===== src/rtl/mtmr_pkg.sv =====
package mtmr_pkg;
    typedef enum logic [1:0] {
        MODE_OFF   = 2'b00,
        MODE_EVENT = 2'b01,
        MODE_TIMER = 2'b10,
        MODE_PULSE = 2'b11
    } mode_e;

    typedef enum logic [1:0] {
        PW_IDLE    = 2'b00,
        PW_ARMED   = 2'b01,
        PW_MEASURE = 2'b10
    } pw_state_e;
endpackage


===== src/rtl/mtmr_sync.sv =====
module mtmr_sync #(
    parameter int STAGES = 2
) (
    input  logic clk_i,
    input  logic rst_ni,
    input  logic pin_i,
    output logic level_o,
    output logic rise_o,
    output logic fall_o
);
    logic [STAGES-1:0] chain_q;
    logic              last_q;

    generate
        if (STAGES == 1) begin : g_single
            always_ff @(posedge clk_i or negedge rst_ni) begin
                if (!rst_ni) chain_q <= '0;
                else         chain_q <= pin_i;
            end
        end else begin : g_multi
            always_ff @(posedge clk_i or negedge rst_ni) begin
                if (!rst_ni) chain_q <= '0;
                else         chain_q <= {chain_q[STAGES-2:0], pin_i};
            end
        end
    endgenerate

    always_ff @(posedge clk_i or negedge rst_ni) begin
        if (!rst_ni) last_q <= 1'b0;
        else         last_q <= chain_q[STAGES-1];
    end

    assign level_o = chain_q[STAGES-1];
    assign rise_o  = level_o & ~last_q;
    assign fall_o  = ~level_o & last_q;
endmodule


===== src/rtl/mtmr_pwfsm.sv =====
module mtmr_pwfsm
    import mtmr_pkg::*;
(
    input  logic clk_i,
    input  logic rst_ni,
    input  logic pulse_mode_i,
    input  logic edge_sel_i,
    input  logic level_i,
    input  logic rise_i,
    input  logic fall_i,
    output logic measure_o,
    output logic done_o
);
    pw_state_e state_q, state_d;
    logic      trig;
    logic      level_ok;

    assign trig     = edge_sel_i ? rise_i : fall_i;
    assign level_ok = (level_i == edge_sel_i);

    always_ff @(posedge clk_i or negedge rst_ni) begin
        if (!rst_ni) state_q <= PW_IDLE;
        else         state_q <= state_d;
    end

    always_comb begin
        state_d = state_q;
        if (!pulse_mode_i) begin
            state_d = PW_IDLE;
        end else begin
            unique case (state_q)
                PW_IDLE:    state_d = PW_ARMED;
                PW_ARMED:   if (trig) state_d = PW_MEASURE;
                PW_MEASURE: if (!level_ok) state_d = PW_IDLE;
                default:    state_d = PW_IDLE;
            endcase
        end
    end

    always_comb begin
        measure_o = 1'b0;
        done_o    = 1'b0;
        unique case (state_q)
            PW_MEASURE: begin
                measure_o = pulse_mode_i & level_ok;
                done_o    = pulse_mode_i & ~level_ok;
            end
            default: begin
                measure_o = 1'b0;
                done_o    = 1'b0;
            end
        endcase
    end
endmodule


===== src/rtl/mtmr_counter.sv =====
module mtmr_counter #(
    parameter int WIDTH = 16
) (
    input  logic             clk_i,
    input  logic             rst_ni,
    input  logic             step_i,
    input  logic             running_i,
    input  logic             pre_wr_i,
    input  logic [WIDTH-1:0] pre_data_i,
    output logic [WIDTH-1:0] count_o,
    output logic             wrap_o
);
    localparam logic [WIDTH-1:0] CNT_MAX = {WIDTH{1'b1}};

    logic [WIDTH-1:0] cnt_q;
    logic [WIDTH-1:0] pre_q;
    logic             direct_load;

    assign direct_load = pre_wr_i & ~running_i;
    assign wrap_o      = step_i & ~direct_load & (cnt_q == CNT_MAX);
    assign count_o     = cnt_q;

    always_ff @(posedge clk_i or negedge rst_ni) begin
        if (!rst_ni) begin
            cnt_q <= '0;
            pre_q <= '0;
        end else begin
            if (pre_wr_i) pre_q <= pre_data_i;
            if (direct_load)  cnt_q <= pre_data_i;
            else if (wrap_o)  cnt_q <= pre_q;
            else if (step_i)  cnt_q <= cnt_q + 1'b1;
        end
    end
endmodule


===== src/rtl/mode_timer16.sv =====
module mode_timer16
    import mtmr_pkg::*;
#(
    parameter int WIDTH       = 16,
    parameter int SYNC_STAGES = 2
) (
    input  logic             clk_i,
    input  logic             rst_ni,
    input  logic             pin_i,
    input  logic             tick_i,
    input  logic [1:0]       mode_i,
    input  logic             edge_sel_i,
    input  logic             run_set_i,
    input  logic             run_clr_i,
    input  logic             preload_wr_i,
    input  logic [WIDTH-1:0] preload_i,
    input  logic             irq_en_i,
    input  logic             irq_clr_i,
    output logic [WIDTH-1:0] count_o,
    output logic             run_o,
    output logic             irq_o,
    output logic             wake_o,
    output logic             run_autoclr_o
);
    mode_e mode;
    logic  level, rise, fall;
    logic  measure, done;
    logic  step, wrap;
    logic  run_q, irq_q, wake_q, ac_q;

    assign mode = mode_e'(mode_i);

    mtmr_sync #(.STAGES(SYNC_STAGES)) u_sync (
        .clk_i   (clk_i),
        .rst_ni  (rst_ni),
        .pin_i   (pin_i),
        .level_o (level),
        .rise_o  (rise),
        .fall_o  (fall)
    );

    mtmr_pwfsm u_fsm (
        .clk_i        (clk_i),
        .rst_ni       (rst_ni),
        .pulse_mode_i (run_q && (mode == MODE_PULSE)),
        .edge_sel_i   (edge_sel_i),
        .level_i      (level),
        .rise_i       (rise),
        .fall_i       (fall),
        .measure_o    (measure),
        .done_o       (done)
    );

    always_comb begin
        step = 1'b0;
        unique case (mode)
            MODE_OFF:   step = 1'b0;
            MODE_EVENT: step = run_q & (edge_sel_i ? rise : fall);
            MODE_TIMER: step = run_q & tick_i;
            MODE_PULSE: step = run_q & measure & tick_i;
            default:    step = 1'b0;
        endcase
    end

    mtmr_counter #(.WIDTH(WIDTH)) u_cnt (
        .clk_i      (clk_i),
        .rst_ni     (rst_ni),
        .step_i     (step),
        .running_i  (run_q),
        .pre_wr_i   (preload_wr_i),
        .pre_data_i (preload_i),
        .count_o    (count_o),
        .wrap_o     (wrap)
    );

    always_ff @(posedge clk_i or negedge rst_ni) begin
        if (!rst_ni) begin
            run_q  <= 1'b0;
            irq_q  <= 1'b0;
            wake_q <= 1'b0;
            ac_q   <= 1'b0;
        end else begin
            if (run_set_i)              run_q <= 1'b1;
            else if (run_clr_i || done) run_q <= 1'b0;
            if (wrap && irq_en_i)       irq_q <= 1'b1;
            else if (irq_clr_i)         irq_q <= 1'b0;
            wake_q <= wrap;
            ac_q   <= done;
        end
    end

    assign run_o         = run_q;
    assign irq_o         = irq_q;
    assign wake_o        = wake_q;
    assign run_autoclr_o = ac_q;
endmodule


===== config.mk =====
export PLATFORM = sky130hd
export DESIGN_NAME = mode_timer16
export DESIGN_NICKNAME = d
export VERILOG_FILES = /design/src/rtl/mtmr_pkg.sv /design/src/rtl/mtmr_sync.sv /design/src/rtl/mtmr_pwfsm.sv /design/src/rtl/mtmr_counter.sv /design/src/rtl/mode_timer16.sv
export SDC_FILE = /design/constraint.sdc
export NUM_CORES = 1
export LEC_CHECK = 0
export ABC_CLOCK_PERIOD_IN_PS = 2130
export CORE_UTILIZATION = 40
export CTS_BUF_LIST = sky130_fd_sc_hd__clkbuf_8
export DETAILED_ROUTE_END_ITERATION = 8
export DONT_BUFFER_PORTS = 1
export GPL_TIMING_DRIVEN = 1
export MAX_ROUTING_LAYER = met4
export PLACE_DENSITY = 0.63
export RECOVER_POWER = 50
export SETUP_SLACK_MARGIN = 0.3
export SYNTH_ARGS = -nofsm -noshare
export SYNTH_HDL_FRONTEND = slang
export SYNTH_SLANG_ARGS = --single-unit
export TNS_END_PERCENT = 100

===== constraint.sdc =====
create_clock -name clk_i -period 2.13 [get_ports clk_i]
set_clock_uncertainty 0.05 [all_clocks]
set_input_delay 0.426 -clock clk_i [delete_from_list [all_inputs] [get_ports clk_i]]
set_output_delay 0.426 -clock clk_i [all_outputs]
set_load 0.005 [all_outputs]

==> flow_metrics.py, run 1 <==
metrics = {
    "cells_and_area": {
        "layout-drive-gt1-share_pct": 31.5,
        "final_cell_mix": "36 x dfrtp_1, 16 x mux2_2, 15 x buf_4, 14 x nand2_1",
        "fin_cells": 286,
        "area_growth_pct": 20.4,
        "design_area_sq_um": 2550,
        "layout_commonest_cell": "dfrtp_1",
        "nNetsFinal": 244,
        "final_util_pct": 50.0,
        "antenna-diode-count": 0,
    },
    "critical_path": {
        "arrival_ns": 1.97,
        "crit_required_ns": 2.25,
        "crit_chain": "ha_4, nand3_4, or3_4, o21ai_2, a21oi_1, a221o_1",
        "critPathKind": "reg -> reg",
        "reg2reg_slack_ns": 0.28,
        "crit_slowest_cell": "or3_4",
        "crit_fanout": 7,
        "crit_path_end_kind": "register",
        "max_stage_delay_ns": 0.47,
        "start_kind": "register",
    },
    "timing": {
        "hold_viol_final": 0,
        "whs_ns": 0.121,
        "period_needed_ns": 1.85,
        "rsz0062_at_grt": "true",
        "post-route-worst-setup-slack_ns": 0.283,
        "slew_violations": 0,
        "finalSetupViolCount": 0,
        "period_share_pct": 86.7,
        "fmax_mhz": 541,
        "maxSlewHeadroom_pct": 31.2,
        "worst_pin_slew_ns": 1.03,
        "tns_ns": 0,
    },
    "power": {
        "power_mw": 1.90,
        "ir_worst_vdd_uv": 433,
        "p_per_area_nw_per_um2": 744,
        "p_leak_nw": 1.04,
    },
    "global_route": {
        "antenna_found_initial": 0,
        "grt_start_max_net_pins": 42,
        "grt_overflow": 0,
        "grt_use_total_pct": 20.5,
        "grt_pass1_vias": 1618,
        "grt_pass1_wl_um": 8380,
    },
    "floorplan": {
        "rows": 26,
        "die_y_um": 74.8,
        "pin_count": 48,
        "fp.dieW_um": 74.8,
        "initial_core_util_pct": 41.5,
        "dieArea_sq_um": 5590,
        "core_area_sq_um": 5110,
    },
    "yosys": {
        "synth_top_area_share_pct": 48.4,
        "syn_area_per_cell_sq_um": 10.9,
        "ys_ff_latch": 41,
        "yosys.area_share.simple_pct": 16.4,
        "postSynthCellCount": 195,
        "synth-xor-area-share_pct": 3.31,
        "ys_top_cells_by_area": "dfrtp_1 48%, mux2_2 8.5%, a221o_1 3.8%, mux2i_1 2.8%, a211oi_1 2.5%",
        "seq_area_frac_synth_pct": 48.4,
        "yosysWarnings": 0,
        "synth_top_family_by_area": "compound AO/OA/AOI/OAI gates",
        "yosys.cell_types.count": 44,
        "synthArstFlopShare_pct": 100,
        "syn_area_sq_um": 2120,
        "synth-compound-area-share_pct": 16.8,
        "synth_edf_count": 0,
        "muxShareOfSynthArea_pct": 11.3,
        "ys.flop_type": "dfrtp_1",
        "yosysTopAreaCell": "dfrtp_1",
        "syn_nets": 224,
        "synthAdderAreaFrac_pct": 0.591,
    },
    "cts": {
        "clkLatencyLatePin_ns": 0.28,
        "cts_tree": "built",
        "cts-root-buf": "clkbuf_8",
        "numCtsBuffers": 5,
        "cts_buffer_depth": 2,
        "cts_sinks": 41,
        "clkTransAtPathRegs_ns": 0.08,
        "htreeDepth": 2,
    },
    "place": {
        "gp_congestion": 0.777,
        "placed_area_sq_um": 2280,
        "dp_hpwl_um": 3500,
        "placed_cells": 268,
        "numPortBuffers": 0,
        "dp_slack_ns": 0.117,
    },
    "run_status": {
        "status": "complete, no violations",
    },
    "detailed_routing": {
        "drt-initial-drc-count": 88,
        "drc_errors": 0,
        "ant_nets": 0,
        "wl_um": 5240,
        "drt_first_pass_iters": 4,
        "vias": 1655,
        "via_per_inst": 5.79,
        "wire_per_inst_um": 18.3,
    },
    "job": {
        "max-cap-violations": 0,
    },
    "hold_path": {
        "hold_path.class": "in -> reg",
    },
}
==> cell usage after synthesis, drive strengths merged, types with 2 or more instances <==
master,number
nor2b,2
buf,7
nor3,10
a21o,2
dfrtp,41
or3,2
inv,6
a211o,2
a211oi,7
nand2,15
o211ai,6
a311oi,2
nor2,9
a221o,8
o31ai,2
mux2,16
a22o,2
nand3,11
a21oi,10
nand4,2
xor2,4
xnor2,4
a21boi,2
o21ai,2
nor4,2
mux2i,6
nand3b,3
==> registers in the layout, indices dropped and copies added, names as in the netlist <==
signal          flops
u_cnt.pre_q        16
u_cnt.count_o      16
wake_o              1
irq_o               1
u_sync.last_q       1
run_autoclr_o       1
u_sync.chain_q      2
run_o               1
u_fsm.state_q       2
==> cells by family (layout without fill, tap and decap cells) <==
logic type / after synthesis / after routing
adder cells (fa/ha/maj): 1 / 1
AO/OA/AOI/OAI: 47 / 47
buffers and inverters: 14 / 34
XOR/XNOR: 8 / 8
flip-flops: 41 / 41
AND/OR/NAND/NOR: 62 / 63
multiplexers: 22 / 22
==> path summary, 6_finish.rpt <==
path | to | cells past startpoint | from
setup reg to reg | u_cnt.count_o[1]$_DFFE_PN0P_ | 6 | u_cnt.count_o[0]$_DFFE_PN0P_
hold / removal | u_sync.chain_q[0]$_DFF_PN0_ | 0 | pin_i
hold reg to reg | u_sync.chain_q[1]$_DFF_PN0_ | 0 | u_sync.chain_q[0]$_DFF_PN0_
setup / recovery | u_cnt.count_o[1]$_DFFE_PN0P_ | 6 | u_cnt.count_o[0]$_DFFE_PN0P_
max in group asynchronous | u_cnt.count_o[2]$_DFFE_PN0P_ | 2 | rst_ni
min in group asynchronous | u_cnt.pre_q[4]$_DFFE_PN0P_ | 2 | rst_ni
==> repair_timing <==
item                                   4_1_cts  5_1_grt
endpoints found under the hold margin       41        0
resized for setup                            7       13
cloned                                       1        2
pin swaps                                    1        5
hold buffers                                 2        0
setup endpoints to repair                   15       16
buffers inserted                             0        5
==> power breakdown <==
group          total, mW  internal (mW)  switching, mW
combinational      0.390          0.206          0.184
sequential          1.04          0.888          0.150
clock              0.470          0.219          0.252
==> critical path, delay by kind of cell, from the launching register on <==
kind | cells | cell delay [ns]
AND/OR/NAND/NOR | 2 | 0.60
adder cells (fa/ha/maj) | 1 | 0.18
flip-flops | 1 | 0.45
AO/OA/AOI/OAI | 3 | 0.47
==> layout make-up <==
class / instances / area (sq um)
timing repair buffer: 20 / 198
clock inverter: 3 / 11.3
sequential: 41 / 1030
inverter: 6 / 22.5
fill: 464 / 2560
multi-input combinational: 141 / 1130
tap: 70 / 87.6
clock buffer: 5 / 68.8
==> metal layers <==
layer  global-route usage [%]  share of wire (%)
met5                        -                  0
met4                     3.77               0.57
met3                     6.96                8.5
met2                     29.0                 44
met1                     28.7                 47
(Power assumes the default switching activity.)
==> run 2: changes to the inputs <==
CTS_BUF_LIST = not set   (was sky130_fd_sc_hd__clkbuf_8)
==> run 2 against run 1 <==
Compared with the run above: design area stayed put; register-to-register slack is essentially flat; worst setup slack improved by 0.0054 ns; first-iteration DRC count fell by 2.3%; fmax rose by 0.30%; routed wire length down 0.15%; count of clock-buffer cells in the layout grew 3; largest cell class unchanged; non-clock buffer count unchanged; final cell count unchanged; combinational power is essentially flat; flip-flop and latch count unchanged; highest routed layer unchanged; critical endpoint unchanged.
==> flow_metrics.py, run 2 (synthesized netlist as in run 1, its figures left out) <==
metrics = {
    "critical_path": {
        "arrival_ns": 1.96,
        "crit_slowest_cell": "or3_4",
        "timing.rr.end": "u_cnt.count_o[1]$_DFFE_PN0P_",
        "regToRegStartpoint": "u_cnt.count_o[0]$_DFFE_PN0P_",
        "max_stage_delay_ns": 0.47,
        "path_buf_inv": 0,
        "reg2reg_slack_ns": 0.29,
        "crit_path_end_kind": "register",
        "start_kind": "register",
        "crit_required_ns": 2.25,
        "crit_fanout": 7,
        "crit_family": "simple AND/OR/NAND/NOR gates",
        "crit_chain": "ha_4, nand3_4, or3_4, o21ai_2, a21oi_1, a221o_1",
        "reg2reg_depth": 6,
        "critPathKind": "reg -> reg",
    },
    "timing": {
        "worst_pin_slew_ns": 1.02,
        "maxSlewHeadroom_pct": 32.0,
        "fmax_mhz": 543,
        "slew_violations": 0,
        "finalSetupViolCount": 0,
        "period_needed_ns": 1.84,
        "period_share_pct": 86.5,
        "rsz0062_at_grt": "true",
        "tns_ns": 0,
        "hold_viol_final": 0,
    },
    "detailed_routing": {
        "drc_errors": 0,
        "vias": 1652,
        "wl_um": 5230,
        "ant_nets": 0,
        "wire_per_inst_um": 18.3,
        "via_per_inst": 5.78,
        "drt-initial-drc-count": 86,
        "drt_first_pass_iters": 4,
    },
    "place": {
        "numPortBuffers": 0,
        "dp_hpwl_um": 3500,
        "placed_area_sq_um": 2280,
        "gp_congestion": 0.777,
    },
    "global_route": {
        "grt_start_max_net_pins": 42,
        "grt_pass1_wl_um": 8410,
        "grt_overflow": 0,
        "grt_use_total_pct": 20.7,
        "antenna_found_initial": 0,
        "grt_pass1_vias": 1618,
    },
    "cts": {
        "cts_buffer_depth": 2,
        "cts_tree": "built",
        "numCtsBuffers": 5,
        "clkLatencyLatePin_ns": 0.28,
        "cts_sinks": 41,
        "htreeDepth": 2,
        "clkTransAtPathRegs_ns": 0.08,
        "cts-root-buf": "clkbuf_8",
    },
    "power": {
        "p_per_area_nw_per_um2": 751,
        "p_leak_nw": 1.03,
        "ir_worst_vdd_uv": 438,
    },
    "run_status": {
        "status": "complete, no violations",
    },
    "job": {
        "max-cap-violations": 0,
    },
    "hold_path": {
        "hold_end": "u_sync.chain_q[0]$_DFF_PN0_",
        "hold_path.class": "in -> reg",
        "min_from": "pin_i",
        "hold_depth": 0,
    },
    "cells_and_area": {
        "design_area_sq_um": 2550,
        "area_growth_pct": 20.4,
        "final_util_pct": 50.0,
        "layout_commonest_cell": "dfrtp_1",
        "antenna-diode-count": 0,
        "final_cell_mix": "36 x dfrtp_1, 16 x mux2_2, 15 x buf_4, 14 x nand2_1",
        "filler_cell_count": 461,
        "layout-drive-gt1-share_pct": 31.5,
        "nNetsFinal": 244,
        "regArea_sq_um": 1030,
        "multiInputGateArea_sq_um": 1130,
    },
    "floorplan": {
        "rows": 26,
        "die_y_um": 74.8,
        "dieArea_sq_um": 5590,
        "initial_core_util_pct": 41.5,
        "fp.dieW_um": 74.8,
        "core_area_sq_um": 5110,
        "pin_count": 48,
    },
}
==> run 2: changes by cell type in the layout (fill, tap and decap cells not counted), sizes merged <==
cell    change
clkbuf      +3
inv         -3
==> run 2: area by class of cell <==
type | count | area share, %
inverters | 6 | 0.883
well taps | 70 | 3.43
repair buffers | 20 | 7.75
multi-input cells | 141 | 44.3
flip-flops and latches | 41 | 40.5
clock buffers | 8 | 3.14
==> run 2: how the worst max path moves through the flow <==
stage	start	endpoint	slack [ns]	depth (start not counted)
after floorplan	u_cnt.count_o[1]$_DFFE_PN0P_	u_cnt.count_o[1]$_DFFE_PN0P_	0.30	7
after global placement	u_cnt.count_o[0]$_DFFE_PN0P_	u_cnt.count_o[1]$_DFFE_PN0P_	0.15	6
after detailed placement	u_cnt.count_o[0]$_DFFE_PN0P_	u_cnt.count_o[5]$_DFFE_PN0P_	0.12	6
after CTS	u_cnt.count_o[0]$_DFFE_PN0P_	u_cnt.count_o[14]$_DFFE_PN0P_	0.29	7
after global routing	u_cnt.count_o[4]$_DFFE_PN0P_	u_cnt.count_o[13]$_DFFE_PN0P_	0.22	6
final	u_cnt.count_o[0]$_DFFE_PN0P_	u_cnt.count_o[1]$_DFFE_PN0P_	0.29	6
==> run 2: metrics by stage <==
stage	worst slack [ns]	hold slack [ns]	cells	power (mW)
detailed placement	0.117	0.0815	268	1.38
floorplan	0.300	0.0804	195	1.27
CTS	0.285	0.112	279	1.90
finish	0.288	0.119	286	1.92
global placement	0.151	0.0814	268	1.38
global route	0.225	0.100	286	2.02
==> run 2: metal layers <==
| layer | vias to the layer above | track usage, % | share of wire [%] |
|---|---|---|---|
| met5 | - | - | 0 |
| met4 | 0 | 3.77 | 0.57 |
| met3 | 2 | 6.96 | 8.6 |
| met2 | 50 | 28.3 | 44 |
| met1 | 826 | 29.7 | 46 |
| li1 | 774 | - | - |
==> run 2: repair_timing <==
| action | in CTS | in global routing |
|---|---|---|
| hold buffers | 2 | 0 |
| cloned | 1 | 2 |
| resized for setup | 7 | 13 |
| buffers inserted | 0 | 5 |
| pin swaps | 1 | 5 |
| endpoints found under the hold margin | 41 | 0 |
| setup endpoints to repair | 15 | 16 |
==> run 2: report_power, final <==
group	total (mW)	internal [mW]	switching, mW
Sequential	1.04	0.888	0.150
Clock	0.489	0.233	0.256
Combinational	0.390	0.206	0.183
==> run 3: changes to the inputs <==
BUFFER_PORTS_ARGS = -buffer_cell sky130_fd_sc_hd__buf_2   (was not set)
DONT_BUFFER_PORTS = not set   (was 1)
PLACE_DENSITY = 0.71   (was 0.63)
==> run 3 against run 2 <==
Compared with the run above: final cell count rose by 15%; count of clock-buffer cells in the layout fell by 1; routed wire length fell by 2.5%; fmax rose by 3.6%; total power rose by 7.6%; largest cell class unchanged; worst hold slack improved by 0.067 ns; die area did not move; design area rose by 6.7%; sequential share of layout area fell by 2.5 points; critical path depth did not move; largest power group unchanged.
==> flow_metrics.py, run 3 (synthesized netlist as in run 1, its figures left out) <==
metrics = {
    "global_route": {
        "grt_use_total_pct": 20.9,
        "antenna_found_initial": 0,
        "grt_overflow": 0,
        "grt_start_max_net_pins": 42,
        "grt_pass1_wl_um": 8360,
        "grt_pass1_vias": 1694,
    },
    "place": {
        "dp_slack_ns": 0.101,
        "gp_congestion": 0.857,
        "placed_cells": 316,
        "numPortBuffers": 47,
        "dp_hpwl_um": 3620,
    },
    "cells_and_area": {
        "area_growth_pct": 28.5,
        "layout-drive-gt1-share_pct": 44.0,
        "nNetsFinal": 287,
        "multiInputGateArea_sq_um": 1110,
        "fin_cells": 329,
        "final_cell_mix": "47 x buf_2, 36 x dfrtp_1, 16 x mux2_2, 15 x buf_4, 14 x nand2_1",
        "layout_commonest_cell": "buf_2",
        "filler_cell_count": 484,
        "regArea_sq_um": 1030,
        "antenna-diode-count": 0,
    },
    "timing": {
        "slew_violations": 0,
        "tns_ns": 0,
        "finalSetupViolCount": 0,
        "post-route-worst-setup-slack_ns": 0.352,
        "hold_viol_final": 0,
        "worst_pin_slew_ns": 1.02,
        "period_share_pct": 83.5,
        "maxSlewHeadroom_pct": 32.3,
        "period_needed_ns": 1.78,
        "rsz0062_at_grt": "true",
        "fmax_mhz": 562,
    },
    "cts": {
        "cts_buffer_depth": 2,
        "numCtsBuffers": 5,
        "htreeDepth": 2,
        "clkTransAtPathRegs_ns": 0.08,
        "cts-root-buf": "clkbuf_8",
        "postCtsHoldBufs": 0,
        "clkLatencyLatePin_ns": 0.29,
        "cts_sinks": 41,
        "cts_tree": "built",
    },
    "critical_path": {
        "crit_chain": "ha_4, nand3_4, or3_4, nor3_2, a211oi_1, a221o_1",
        "arrival_ns": 1.91,
        "crit_fanout": 9,
        "max_stage_delay_ns": 0.45,
        "critPathKind": "reg -> reg",
        "crit_slowest_cell": "or3_4",
        "start_kind": "register",
        "crit_required_ns": 2.26,
        "crit_path_start": "u_cnt.count_o[0]$_DFFE_PN0P_",
        "crit_path_end_kind": "register",
        "regToRegStartpoint": "u_cnt.count_o[0]$_DFFE_PN0P_",
        "reg2reg_slack_ns": 0.35,
    },
    "detailed_routing": {
        "wl_um": 5100,
        "drt-initial-drc-count": 97,
        "drt_first_pass_iters": 4,
        "ant_nets": 0,
        "drc_errors": 0,
        "wire_per_inst_um": 15.5,
        "via_per_inst": 5.41,
        "vias": 1781,
    },
    "floorplan": {
        "die_y_um": 74.8,
        "rows": 26,
        "initial_core_util_pct": 41.5,
        "dieArea_sq_um": 5590,
        "pin_count": 48,
        "fp.dieW_um": 74.8,
        "core_area_sq_um": 5110,
    },
    "power": {
        "p_per_area_nw_per_um2": 757,
        "ir_worst_vdd_uv": 371,
        "p_leak_nw": 1.20,
    },
    "hold_path": {
        "hold_path.class": "in -> reg",
        "min_from": "pin_i",
    },
    "run_status": {
        "status": "complete, no violations",
    },
    "job": {
        "max-cap-violations": 0,
    },
}
## run 3: per-layer routing
layer	up-vias	share of wire [%]	global-route usage [%]
li1	866	-	-
met1	872	48	27.6
met2	39	47	32.8
met3	4	4.2	4.02
met4	0	0.90	5.66
met5	-	0	-
## run 3: path summary, 6_finish.rpt
kind                                                 to  depth (start not counted)
min in group asynchronous   u_cnt.pre_q[14]$_DFFE_PN0P_                          2
setup / recovery           u_cnt.count_o[5]$_DFFE_PN0P_                          6
setup reg to reg           u_cnt.count_o[5]$_DFFE_PN0P_                          6
max in group asynchronous  u_cnt.count_o[0]$_DFFE_PN0P_                          2
hold / removal              u_sync.chain_q[0]$_DFF_PN0_                          1
hold reg to reg             u_sync.chain_q[1]$_DFF_PN0_                          0
## run 3: cell type report
class | instances | area share (%)
sequential | 41 | 37.9
multi-input combinational | 140 | 40.9
timing repair buffer | 64 | 13.4
clock buffer | 7 | 3.54
tap | 70 | 3.22
inverter | 6 | 0.828
clock inverter | 1 | 0.184
## run 3: report_power, final
group          internal, mW  switching [mW]
registers             0.888           0.138
clock network         0.293           0.262
logic                 0.254           0.226
## run 3: critical path, delay by kind of cell (launching register included)
kind            cells  cell delay, ns
flops               1            0.40
fa+ha+maj           1            0.16
simple gates        3            0.72
compound gates      2            0.34
## run 3: repair_timing
action | 4_1_cts | 5_1_grt
buffers inserted | 0 | 5
setup endpoints to repair | 13 | 15
pin swaps | 1 | 2
cloned | 0 | 0
gates resized for setup | 6 | 13
## run 3: per-stage QoR
stage / power (mW) / instance area (sq um) / util [%] / hold WS [ns]
after global routing: 2.18 / 2720 / 53.3 / 0.170
after CTS: 2.05 / 2630 / 51.5 / 0.150
after floorplan: 1.27 / 2140 / - / 0.0804
after global placement: 1.46 / 2510 / 49.1 / 0.283
final: 2.06 / 2720 / 53.3 / 0.186
after detailed placement: 1.48 / 2510 / 49.1 / 0.285
